$ cat src/rtl/act_q7_pkg.sv
`timescale 1ns/1ps
package act_q7_pkg;

    localparam int unsigned Q_W      = 8;
    localparam int unsigned FRAC_W   = 5;
    localparam int unsigned MAG_W    = Q_W - 1;
    localparam int unsigned LVL_W    = FRAC_W + 1;
    localparam int unsigned ONE_Q    = 1 << FRAC_W;
    localparam int unsigned LIN_MAX  = 14;
    localparam int unsigned LVL_BASE = 15;
    localparam int unsigned N_BP     = 17;
    localparam int unsigned CNT_W    = $clog2(N_BP + 1);

    typedef enum logic [1:0] {
        RG_LINEAR,
        RG_TABLE,
        RG_SATURATE
    } region_e;

    // Largest magnitude that still maps to level LVL_BASE+k: the Q-code just
    // below where the inverse tanh passes the midpoint to the next level.
    function automatic logic [MAG_W-1:0] bp_of(input int k);
        logic [MAG_W-1:0] r;
        case (k)
            0:  r = 7'd16;
            1:  r = 7'd18;
            2:  r = 7'd19;
            3:  r = 7'd21;
            4:  r = 7'd22;
            5:  r = 7'd24;
            6:  r = 7'd26;
            7:  r = 7'd27;
            8:  r = 7'd30;
            9:  r = 7'd32;
            10: r = 7'd34;
            11: r = 7'd37;
            12: r = 7'd41;
            13: r = 7'd45;
            14: r = 7'd51;
            15: r = 7'd59;
            16: r = 7'd77;
            default: r = '1;
        endcase
        return r;
    endfunction

endpackage

$ cat src/rtl/act_q7_mag.sv
`timescale 1ns/1ps
module act_q7_mag #(
    parameter int unsigned W = 8
) (
    input  logic signed [W-1:0] v,
    output logic [W-2:0]        mag,
    output logic                neg
);
    localparam logic [W-2:0] MAG_MAX = '1;

    logic is_min;

    always_comb begin
        neg    = v[W-1];
        is_min = v[W-1] && (v[W-2:0] == '0);
        if (is_min) begin
            mag = MAG_MAX;
        end else if (neg) begin
            mag = ~v[W-2:0] + 1'b1;
        end else begin
            mag = v[W-2:0];
        end
    end
endmodule

$ cat src/rtl/act_q7_tanh_core.sv
`timescale 1ns/1ps
module act_q7_tanh_core
    import act_q7_pkg::*;
(
    input  logic [MAG_W-1:0] mag,
    output logic [LVL_W-1:0] res
);
    logic [N_BP-1:0]  over;
    logic [CNT_W-1:0] n_over;
    region_e          region;

    for (genvar k = 0; k < N_BP; k++) begin : g_bp
        localparam logic [MAG_W-1:0] BP_K = bp_of(k);
        assign over[k] = (mag > BP_K);
    end

    // Breakpoints ascend, so the count of exceeded ones is the level index.
    always_comb begin
        n_over = '0;
        for (int k = 0; k < N_BP; k++) begin
            n_over = n_over + CNT_W'(over[k]);
        end
    end

    always_comb begin
        if (mag <= MAG_W'(LIN_MAX)) begin
            region = RG_LINEAR;
        end else if (over[N_BP-1]) begin
            region = RG_SATURATE;
        end else begin
            region = RG_TABLE;
        end
    end

    always_comb begin
        unique case (region)
            RG_LINEAR:   res = mag[LVL_W-1:0];
            RG_TABLE:    res = LVL_W'(LVL_BASE) + LVL_W'(n_over);
            RG_SATURATE: res = LVL_W'(ONE_Q);
            default:     res = '0;
        endcase
    end
endmodule

$ cat src/rtl/act_q7_unit.sv
`timescale 1ns/1ps
module act_q7_unit
    import act_q7_pkg::*;
(
    input  logic             clk,
    input  logic             rst_n,
    input  logic             in_valid,
    input  logic             func_sel,
    input  logic [Q_W-1:0]   x_in,
    output logic             out_valid,
    output logic [Q_W-1:0]   y_out
);
    localparam logic signed [Q_W-1:0] HALF_ONE = Q_W'(ONE_Q / 2);

    logic signed [Q_W-1:0] xs;
    logic signed [Q_W-1:0] core_arg;
    logic [MAG_W-1:0]      mag;
    logic                  neg;
    logic [LVL_W-1:0]      core_mag;
    logic signed [Q_W-1:0] t_pos;
    logic signed [Q_W-1:0] t_val;
    logic signed [Q_W-1:0] s_val;
    logic [Q_W-1:0]        y_next;

    assign xs       = signed'(x_in);
    assign core_arg = func_sel ? (xs >>> 1) : xs;

    act_q7_mag #(.W(Q_W)) u_mag (
        .v   (core_arg),
        .mag (mag),
        .neg (neg)
    );

    act_q7_tanh_core u_core (
        .mag (mag),
        .res (core_mag)
    );

    always_comb begin
        t_pos  = signed'({{(Q_W-LVL_W){1'b0}}, core_mag});
        t_val  = neg ? -t_pos : t_pos;
        // floor((t + 1.0) / 2) == floor(t / 2) + 0.5 for integer Q codes
        s_val  = (t_val >>> 1) + HALF_ONE;
        y_next = func_sel ? s_val : t_val;
    end

    always_ff @(posedge clk or negedge rst_n) begin
        if (!rst_n) begin
            out_valid <= 1'b0;
            y_out     <= '0;
        end else begin
            out_valid <= in_valid;
            if (in_valid) begin
                y_out <= y_next;
            end
        end
    end
endmodule

$ cat config.mk
export PLATFORM = sky130hd
export DESIGN_NAME = act_q7_unit
export DESIGN_NICKNAME = d
export VERILOG_FILES = /design/src/rtl/act_q7_pkg.sv /design/src/rtl/act_q7_mag.sv /design/src/rtl/act_q7_tanh_core.sv /design/src/rtl/act_q7_unit.sv
export SDC_FILE = /design/constraint.sdc
export NUM_CORES = 1
export LEC_CHECK = 0
export BUFFER_PORTS_ARGS = -buffer_cell sky130_fd_sc_hd__buf_4
export CAP_MARGIN = 20
export CORE_MARGIN = 4
export CORE_UTILIZATION = 60
export CTS_CLUSTER_DIAMETER = 60
export DETAILED_ROUTE_END_ITERATION = 10
export GPL_ROUTABILITY_DRIVEN = 0
export PLACE_DENSITY = 0.78
export SLEW_MARGIN = 25
export SYNTH_ARGS = -nofsm -noshare
export SYNTH_HDL_FRONTEND = slang
export SYNTH_SLANG_ARGS = --single-unit
export TNS_END_PERCENT = 1
$ cat constraint.sdc
create_clock -name clk -period 0.9 [get_ports clk]
set_clock_uncertainty 0.1 [all_clocks]
set_input_delay 0 -clock clk [delete_from_list [all_inputs] [get_ports clk]]
set_output_delay 0 -clock clk [all_outputs]
set_load 0.01 [all_outputs]
==> results of run 1 <==
metrics by stage:
stage	setup TNS, ns	setup WS, ns
2_1_floorplan	-42.21	-5.55
3_3_place_gp	-42.80	-5.51
3_5_place_dp	-44.65	-5.78
4_1_cts	-40.56	-5.35
synth_stat cells (all sizes together) (3+ instances only):
cell    count  area share (%)
ha         10             6.5
o21a        3             1.2
dfrtp       9              12
o21ai      11             2.9
xnor2       7             3.2
nor3        4             1.0
inv        21             4.1
mux2        8             4.7
nand4       5             1.6
nor2       16             3.1
o21bai      3             1.2
clkbuf      4            0.78
buf         6             2.3
a31oi       4             1.3
mux2i       8             4.4
nand3       4             1.0
a21oi      19             5.0
and2        5             1.7
nand2      10             2.0
or2         5             1.8
nand2b      6             2.0
fa         11              11
o31ai       5             2.7
a21o        3             1.2
nor2b       7             2.4
xor2        4             1.8
repair_timing:
item	in CTS
buffers inserted	1
hold endpoints to repair	15
hold buffers	2
setup endpoints to repair	11
gates resized for setup	26
pin swaps	13
cells by family after synthesis:
| group | Yosys count | share of synthesized area (%) |
|---|---|---|
| multiplexers | 16 | 9.06 |
| AND/OR/NAND/NOR | 70 | 19.8 |
| AO/OA/AOI/OAI | 73 | 29.1 |
| XOR/XNOR | 11 | 5.02 |
| buffers and inverters | 32 | 7.36 |
| flip-flops | 9 | 11.7 |
| adder cells (fa/ha/maj) | 21 | 18.0 |
==> results_dict.tcl, run 1 <==
set metrics [dict create \
    status "aborted with a tool error" \
    failed_stage "global routing (5_1_grt)" \
    error "[ERROR DPL-0038] Utilization greater than 100%, impossible to legalize" \
    syn_nets 265 \
    crit_endpoint "y_out[5]$_DFFE_PN0P_/D" \
    dpl_cell_area_mm2 0.00277 \
    io_pins 21 \
    port_buffers 20 \
    synth.avg_cell_area_um2 8.28 \
    htreeDepth 1 \
    synth-edff-count 0 \
    cts_made_buffers 3 \
    clock_sinks 9 \
    grt_max_degree 18 \
    netlist_instances 232 \
    worst-ep-kind "register input" \
    ys.flop_type "dfrtp_1" \
    ys_seq_area_share_pct 11.7 \
    synth-seq-cells 9 \
    ys_async_sr_fraction_pct 100 \
    dp.cells 364 \
    cts_root_buffer "clkbuf_4" \
    yosysWarningCount 0 \
    start_util_pct 62.9 \
    die_h_um 64.6 \
    cts.path.max_buffers 2 \
    die_x_um 64.6 \
    num_rows 20 \
    dpl.hpwl_um 4970 \
    syn-cell-area_mm2 0.00192 \
    ys_types 67 \
]
==> run 2: changes to the inputs <==
--- a/config.mk
+++ b/config.mk
@@ -8,11 +8,10 @@
 export BUFFER_PORTS_ARGS = -buffer_cell sky130_fd_sc_hd__buf_4
 export CAP_MARGIN = 20
 export CORE_MARGIN = 4
-export CORE_UTILIZATION = 60
-export CTS_CLUSTER_DIAMETER = 60
+export CORE_UTILIZATION = 40
 export DETAILED_ROUTE_END_ITERATION = 10
 export GPL_ROUTABILITY_DRIVEN = 0
-export PLACE_DENSITY = 0.78
+export PLACE_DENSITY_LB_ADDON = 0.15
 export SLEW_MARGIN = 25
 export SYNTH_ARGS = -nofsm -noshare
 export SYNTH_HDL_FRONTEND = slang
==> run 2 against run 1 <==
Effect of this change:
- the flow now finishes, with violations (hold timing, setup timing)
- area after synthesis did not move
- synthesized cell count did not move
==> results_dict.tcl, run 2 <==
set metrics [dict create \
    worstSetupEndpointType "flop" \
    grt-ovfl-total 0 \
    cts_made_buffers 3 \
    tightest_slew_ns 0.485 \
    yosys.area.top_type "dfrtp_1" \
    path_max_fanout 8 \
    fin_setup_tns_ns -40.65 \
    violations "hold timing, setup timing" \
    area_delta_synth_final_pct 52.8 \
    routed_wl_um 5440 \
    die_area_mm2 0.00597 \
    ys_async_sr_fraction_pct 100 \
    start_util_pct 42.6 \
    hold_path_class "input pin to flop" \
    synth_most_common_cell "inv_1" \
    seqCellArea_um2 225 \
    min_period_over_period_pct 682 \
    netlist_instances 232 \
    yosys-top-cells-area "dfrtp_1 12%, fa_1 11%, ha_1 6.5%" \
    htreeDepth 1 \
    dpl.hpwl_um 4470 \
    syn-cell-area_mm2 0.00192 \
    io_pins 21 \
    coreArea_mm2 0.00450 \
    arrival_ns 6.15 \
    grt_setup_unrepaired "yes" \
    drcViolationCount 0 \
    syn_nets 265 \
    cts_root_buffer "clkbuf_8" \
    synthTopCellsByCount "20 x inv_1, 19 x a21oi_1, 16 x nor2_1" \
    critical_path_class "input pin to flop" \
    crit_top_cell "fa_1" \
    clock_sinks 9 \
    multi_input_area_mm2 0.00175 \
    drv_cap 0 \
    wl_per_cell_um 14.5 \
    grt_pass1_vias 2029 \
    antenna_cells 0 \
    nFillCells 402 \
    ys.flop_type "dfrtp_1" \
    cts.path.max_buffers 2 \
    ys_seq_area_share_pct 11.7 \
    drv_slew 0 \
    hold_violations 1 \
    reg.largest.list "y_out: 8 flops, out_valid: 1 flops" \
    tritoncts "done" \
    final_nets 358 \
    port_buffers 20 \
    status "finished with violations" \
    grt_max_degree 18 \
    fmaxAchievable_ghz 0.163 \
    worstPathRequired_ns 0.91 \
    timing.final.ws_setup_ns -5.24 \
    drt-vias-per-instance 5.38 \
    largest_register_ffs 8 \
    cp_slowest_stage_delay_ns 0.53 \
    num_rows 24 \
    ys_types 67 \
    relSlewSlack_pct 67.4 \
    clock_latency_ns 0.22 \
    grt_pass1_wl_um 9400 \
    final_cell_mix "92 x buf_4, 18 x a21oi_1, 16 x inv_1" \
    clk_pin_slew_ns 0.05 \
    startpoint_type "input pin" \
    drtIter0Drc 118 \
    synth-edff-count 0 \
    antenna_found_initial 0 \
    top_register "y_out" \
    die_x_um 77.3 \
    layout_commonest_cell "buf_4" \
    antenna_left 0 \
    period_needed_ns 6.14 \
    vias 2024 \
    dr.pass1.iters 4 \
    grt_use_total_pct 18.8 \
    die_h_um 77.3 \
    yosysWarningCount 0 \
    synth-seq-cells 9 \
    synth_top_cell_area_share_pct 11.7 \
    layout-drive-gt1-share_pct 46.3 \
    slowest_stage "fa_1" \
    worst_hold_slack_ns -0.00947 \
    setup_viol 8 \
    synth.avg_cell_area_um2 8.28 \
]
[run 2: cell counts after synthesis]
No cell type changed its count.
[run 2: final cells by class]
class                      count  share of cell area (%)
clock buffer                   4                    1.54
inverter                      22                    2.90
multi-input combinational    191                    59.5
sequential                     9                    7.68
tap                           52                    2.22
timing repair buffer          98                    26.1
[run 2: metal layers]
metal / global-route usage [%] / share of wire (%) / up-vias
met3: 1.52 / 3.3 / 2
met2: 31.0 / 46 / 41
met1: 27.6 / 50 / 933
met4: 1.60 / 0.39 / 0
met5: 0 / 0 / -
li1: - / - / 1048
[run 2: through the flow]
step,utilization [%],instance area (µm²),instances,hold slack (ns),setup WS (ns)
4_1_cts,63.8,2870,374,-0.101,-5.26
2_1_floorplan,-,2060,232,-0.396,-5.55
5_1_grt,65.1,2930,376,0.0215,-5.54
6_report,65.1,2930,376,-0.00947,-5.24
3_3_place_gp,61.1,2750,367,-0.272,-5.50
3_5_place_dp,61.1,2750,367,-0.270,-5.61
[run 2: worst max-delay path, delay by kind of cell]
kind | cells | cell delay, ns
AO/OA/AOI/OAI | 6 | 1.19
multiplexers | 2 | 0.27
AND/OR/NAND/NOR | 4 | 0.66
buffers and inverters | 9 | 0.81
adder cells (fa/ha/maj) | 8 | 3.02
XOR/XNOR | 1 | 0.17
[run 2: cells by family (layout without fill, tap and decap cells)]
family / after synthesis / in the layout / synth area share, %
compound gates: 73 / 73 / 29.1
simple gates: 70 / 70 / 19.8
buf+inv: 32 / 124 / 7.36
fa+ha+maj: 21 / 21 / 18.0
mux: 16 / 16 / 9.06
xor+xnor: 11 / 11 / 5.02
flops: 9 / 9 / 11.7
[run 2: final timing paths]
path,startpoint,to,slack (ns),depth (start not counted)
worst min register to register,y_out[4],y_out[4],0.41,2
worst max register to register,y_out[6],y_out[6],0.01,3
max in group asynchronous,rst_n,y_out[3],0.51,2
worst min-delay path,in_valid,y_out[0],-0.009,2
worst max-delay path,func_sel,y_out[5],-5.24,30
min in group asynchronous,rst_n,y_out[7],0.05,2
[run 2: repair_timing]
item	4_1_cts	5_1_grt
setup endpoints to repair	8	8
gates resized for setup	12	7
hold buffers	1	2
setup buffers	2	0
pin swaps	6	4
hold endpoints to repair	13	3
Power of run 2 is left out: the tool's default activity adds up to more than one toggle a clock period on the data nets, which glitch-free logic cannot reach.
==> run 3: changes to the inputs <==
--- a/config.mk
+++ b/config.mk
@@ -11,7 +11,6 @@
 export CORE_UTILIZATION = 40
 export DETAILED_ROUTE_END_ITERATION = 10
 export GPL_ROUTABILITY_DRIVEN = 0
-export PLACE_DENSITY_LB_ADDON = 0.15
 export SLEW_MARGIN = 25
 export SYNTH_ARGS = -nofsm -noshare
 export SYNTH_HDL_FRONTEND = slang
==> constraint.sdc (replaced) <==
create_clock -name clk -period 0.9 [get_ports clk]
set_clock_uncertainty 0.1 [all_clocks]
set_input_delay 0.045 -clock clk [delete_from_list [all_inputs] [get_ports clk]]
set_output_delay 0.045 -clock clk [all_outputs]
set_load 0.01 [all_outputs]
==> run 3 against run 2 <==
Effect of this change:
- cell count is 2.1% higher
- register-to-register slack worse by 0.03 ns
- the run ends with setup timing left
- largest cell class unchanged
- clock-buffer cell count stayed put
- design area is 4.9% higher
- critical path depth is 3 lower
- hold slack better by 0.038 ns
- fmax is 0.20% lower
- highest routed layer unchanged
- global-route usage is 0.62 points higher
==> results_dict.tcl, run 3 (synthesized netlist as in run 2, its figures left out) <==
set metrics [dict create \
    period_needed_ns 6.15 \
    reg.largest.list "y_out: 8 flops, out_valid: 1 flops" \
    dr.pass1.iters 4 \
    setup_viol 9 \
    dp.cells 377 \
    grt_max_degree 18 \
    area_delta_synth_final_pct 60.3 \
    layout-drive-gt1-share_pct 50.6 \
    vias 2136 \
    grt-ovfl-total 0 \
    drv_cap 0 \
    cts_root_buffer "clkbuf_8" \
    worstPathRequired_ns 0.91 \
    tightest_slew_ns 0.467 \
    cpLargestDelayFamily "adder cells" \
    crit_top_cell "fa_1" \
    worst_hold_slack_ns 0.0290 \
    hold_path_class "input pin to flop" \
    largest_register_ffs 8 \
    drt-met1-wl_um 2700 \
    drtIter0Drc 87 \
    coreArea_mm2 0.00450 \
    wl_met2_um 2810 \
    grt_pass1_vias 2013 \
    top_register "y_out" \
    clock_latency_ns 0.23 \
    cts.path.max_buffers 2 \
    pre_cts_ws_ns -5.65 \
    top_layer_used "met4" \
    status "finished with violations" \
    start_util_pct 42.6 \
    worstSetupEndpointType "flop" \
    hold_violations 0 \
    port_buffers 20 \
    final_cell_mix "92 x buf_4, 17 x a21oi_1, 16 x inv_1" \
    die_area_mm2 0.00597 \
    clk_pin_slew_ns 0.04 \
    io_pins 21 \
    relSlewSlack_pct 68.9 \
    path_max_fanout 3 \
    tritoncts "done" \
    drcViolationCount 0 \
    cp_slowest_stage_delay_ns 0.52 \
    layout_commonest_cell "buf_4" \
    grt_use_total_pct 19.4 \
    grt_setup_unrepaired "yes" \
    drt-vias-per-instance 5.56 \
    arrival_ns 6.16 \
    dpl.hpwl_um 4670 \
    routed_wl_um 5740 \
    critical_path_class "input pin to flop" \
    num_rows 24 \
    met3_length_um 189 \
    antenna_cells 0 \
    violations "setup timing" \
    die_h_um 77.3 \
    fmaxAchievable_ghz 0.163 \
    slowest_stage "fa_1" \
    drv_slew 0 \
    final-instance-count-excl-fill 384 \
    antenna_left 0 \
    utilization_pct 68.3 \
    htreeDepth 1 \
    timing.final.ws_setup_ns -5.25 \
    antenna_found_initial 0 \
    die_x_um 77.3 \
    min_period_over_period_pct 683 \
    grt_pass1_wl_um 9610 \
    final_nets 366 \
    cts_made_buffers 3 \
    wl_per_cell_um 14.9 \
    clock_sinks 9 \
    worst-path-buf-inv 4 \
    startpoint_type "input pin" \
]
-- run 3: worst paths after layout --
| kind | startpoint | endpoint | slack, ns | cells past startpoint |
|---|---|---|---|---|
| hold reg to reg | y_out[4] | y_out[4] | 0.43 | 2 |
| min in group asynchronous | rst_n | y_out[4] | 0.07 | 2 |
| hold / removal | in_valid | y_out[1] | 0.03 | 2 |
| max in group asynchronous | rst_n | out_valid | 0.49 | 2 |
| setup / recovery | x_in[0] | y_out[5] | -5.25 | 27 |
| setup reg to reg | y_out[6] | y_out[6] | -0.02 | 3 |
-- run 3: through the flow --
step / setup TNS [ns] / cell area, µm²
global placement: -43.19 / 2840
CTS: -41.35 / 2950
global route: -42.62 / 3080
floorplan: -42.57 / 2060
detailed placement: -43.79 / 2840
finish: -40.67 / 3080
-- run 3: cell type report --
class | instances | area [µm²]
Multi-Input combinational cell | 191 | 1790
Tap cell | 52 | 65.1
Clock buffer | 4 | 45.0
Timing Repair Buffer | 106 | 867
Sequential cell | 9 | 225
Fill cell | 390 | 1430
Inverter | 22 | 87.6
-- run 3: repair_timing --
action,in CTS,in global routing
endpoints found under the hold margin,10,0
resized for setup,11,26
gates cloned,0,0
pin swaps,4,11
setup endpoints to repair,10,16
setup buffers,1,0
hold buffers,2,0
-- run 3: metal layers --
metal / up-vias / global-route usage (%)
li1: 1055 / -
met1: 1029 / 27.3
met2: 46 / 33.3
met3: 6 / 1.17
met4: 0 / 2.67
met5: - / 0
Power of run 3 is left out for the same reason.
==> run 4: changes to the inputs <==
==> constraint.sdc (replaced) <==
create_clock -name clk -period 5 [get_ports clk]
set_clock_uncertainty 0.1 [all_clocks]
set_input_delay 0.25 -clock clk [delete_from_list [all_inputs] [get_ports clk]]
set_output_delay 0.25 -clock clk [all_outputs]
set_load 0.01 [all_outputs]
==> run 4 against run 3 <==
Effect of this change:
- sequential share of layout area increased by 0.55 points
- via count decreased by 6.5%
- clock-buffer cell count unchanged
- design area decreased by 7.0%
- the flow still finishes with violations (setup timing)
- global-route usage decreased by 1.2 points
- utilization decreased by 4.8 points
- setup slack improved by 3.8 ns
- critical endpoint unchanged
==> results_dict.tcl, run 4 (synthesized netlist as in run 2, its figures left out) <==
set metrics [dict create \
    setup_viol 8 \
    worstRegToRegCells 3 \
    antenna_left 0 \
    slowest_stage "fa_1" \
    seqCellArea_um2 225 \
    status "finished with violations" \
    cp_slowest_stage_delay_ns 0.51 \
    r2r-start "y_out[3]" \
    timing.final.ws_setup_ns -1.48 \
    multi_input_area_mm2 0.00171 \
    drv_slew 0 \
    antenna_found_initial 0 \
    die_x_um 77.3 \
    whs_endpoint "out_valid" \
    min-delay-start "in_valid" \
    drcViolationCount 0 \
    hold_path_class "input pin to flop" \
    startpoint_type "input pin" \
    reg.largest.list "y_out: 8 flops, out_valid: 1 flops" \
    nFillCells 397 \
    grt_pass1_vias 2024 \
    worstSetupEndpointType "flop" \
    top_register "y_out" \
    arrival_ns 6.49 \
    hold_violations 0 \
    cpLargestDelayFamily "adder cells" \
    routed_wl_um 5160 \
    final_nets 357 \
    grt-ovfl-total 0 \
    drtIter0Drc 87 \
    layout-drive-gt1-share_pct 45.8 \
    dpl.hpwl_um 4420 \
    worst_hold_slack_ns 0.161 \
    die_h_um 77.3 \
    largest_register_ffs 8 \
    grt_max_degree 18 \
    clock_latency_ns 0.23 \
    final_cell_mix "96 x buf_4, 18 x a21oi_1, 15 x inv_1" \
    worstPathRequired_ns 5.01 \
    port_buffers 20 \
    r2r_end "y_out[3]" \
    ff2ff_setup_slack_ns 4.12 \
    min_period_over_period_pct 130 \
    die_area_mm2 0.00597 \
    coreArea_mm2 0.00450 \
    grt_setup_unrepaired "yes" \
    period_needed_ns 6.48 \
    grt_pass1_wl_um 9200 \
    clock_sinks 9 \
    io_pins 21 \
    cts_root_buffer "clkbuf_8" \
    grt_use_total_pct 18.2 \
    vias 1997 \
    relSlewSlack_pct 53.5 \
    dr.pass1.iters 4 \
    tightest_slew_ns 0.698 \
    critical_path_class "input pin to flop" \
    wl_per_cell_um 13.8 \
    drv_cap 0 \
    path_max_fanout 4 \
    drt-vias-per-instance 5.33 \
    tritoncts "done" \
    antenna_cells 0 \
    worst-path-buf-inv 5 \
    clk_pin_slew_ns 0.05 \
    start_util_pct 42.6 \
    violations "setup timing" \
    min_path_cells 1 \
    cts_made_buffers 3 \
    area_delta_synth_final_pct 49.1 \
    num_rows 24 \
    fmaxAchievable_ghz 0.154 \
    layout_commonest_cell "buf_4" \
    cts.path.max_buffers 2 \
    htreeDepth 1 \
]
run 4: cell types whose count changed in the layout (fill, tap and decap cells not counted), moves of 2 or more:
cell and delta:
inv_2 +3, nor2_1 +2, buf_4 +4, buf_12 -2, buf_6 -9, nor3_1 +2, inv_4 -2, nor3_2 -2
nor2_2 -3
run 4: stage by stage:
step / utilization (%) / TNS (ns) / worst slack [ns] / std cells / instance area (µm²)
2_1_floorplan: - / -11.41 / -1.70 / 232 / 2060
4_1_cts: 63.2 / -10.18 / -1.49 / 375 / 2850
3_5_place_dp: 61.1 / -12.73 / -1.77 / 369 / 2750
6_report: 63.6 / -10.02 / -1.48 / 375 / 2860
5_1_grt: 63.6 / -12.39 / -1.77 / 375 / 2860
3_3_place_gp: 61.1 / -12.11 / -1.66 / 369 / 2750
run 4: timing repair:
| action | 4_1_cts | 5_1_grt |
|---|---|---|
| endpoints found under the setup margin | 8 | 8 |
| hold endpoints to repair | 9 | 0 |
| hold buffers | 1 | 0 |
| gates resized for setup | 7 | 4 |
| pin swaps | 4 | 3 |
| setup buffers | 1 | 0 |
run 4: per-layer routing:
layer / up-vias / track usage, % / share of wire, %
met5: - / 0 / 0
met4: 0 / 2.49 / 0.54
li1: 1041 / - / -
met3: 2 / 1.64 / 2.3
met2: 20 / 30.3 / 46
met1: 934 / 26.1 / 52
run 4: area by class of cell:
type	instances	share of cell area, %
clock buffer	4	1.57
timing repair buffer	97	25.5
inverter	22	2.88
sequential	9	7.87
multi-input combinational	191	59.9
tap	52	2.27
run 4: worst max-delay path by stage:
stage | startpoint | cells past startpoint | to
6_report | func_sel | 29 | y_out[5]
5_1_grt | func_sel | 30 | y_out[5]
4_1_cts | func_sel | 30 | y_out[5]
3_5_place_dp | func_sel | 30 | y_out[5]
3_3_place_gp | func_sel | 30 | y_out[5]
2_1_floorplan | func_sel | 31 | y_out[5]
Power of run 4 is left out for the same reason.
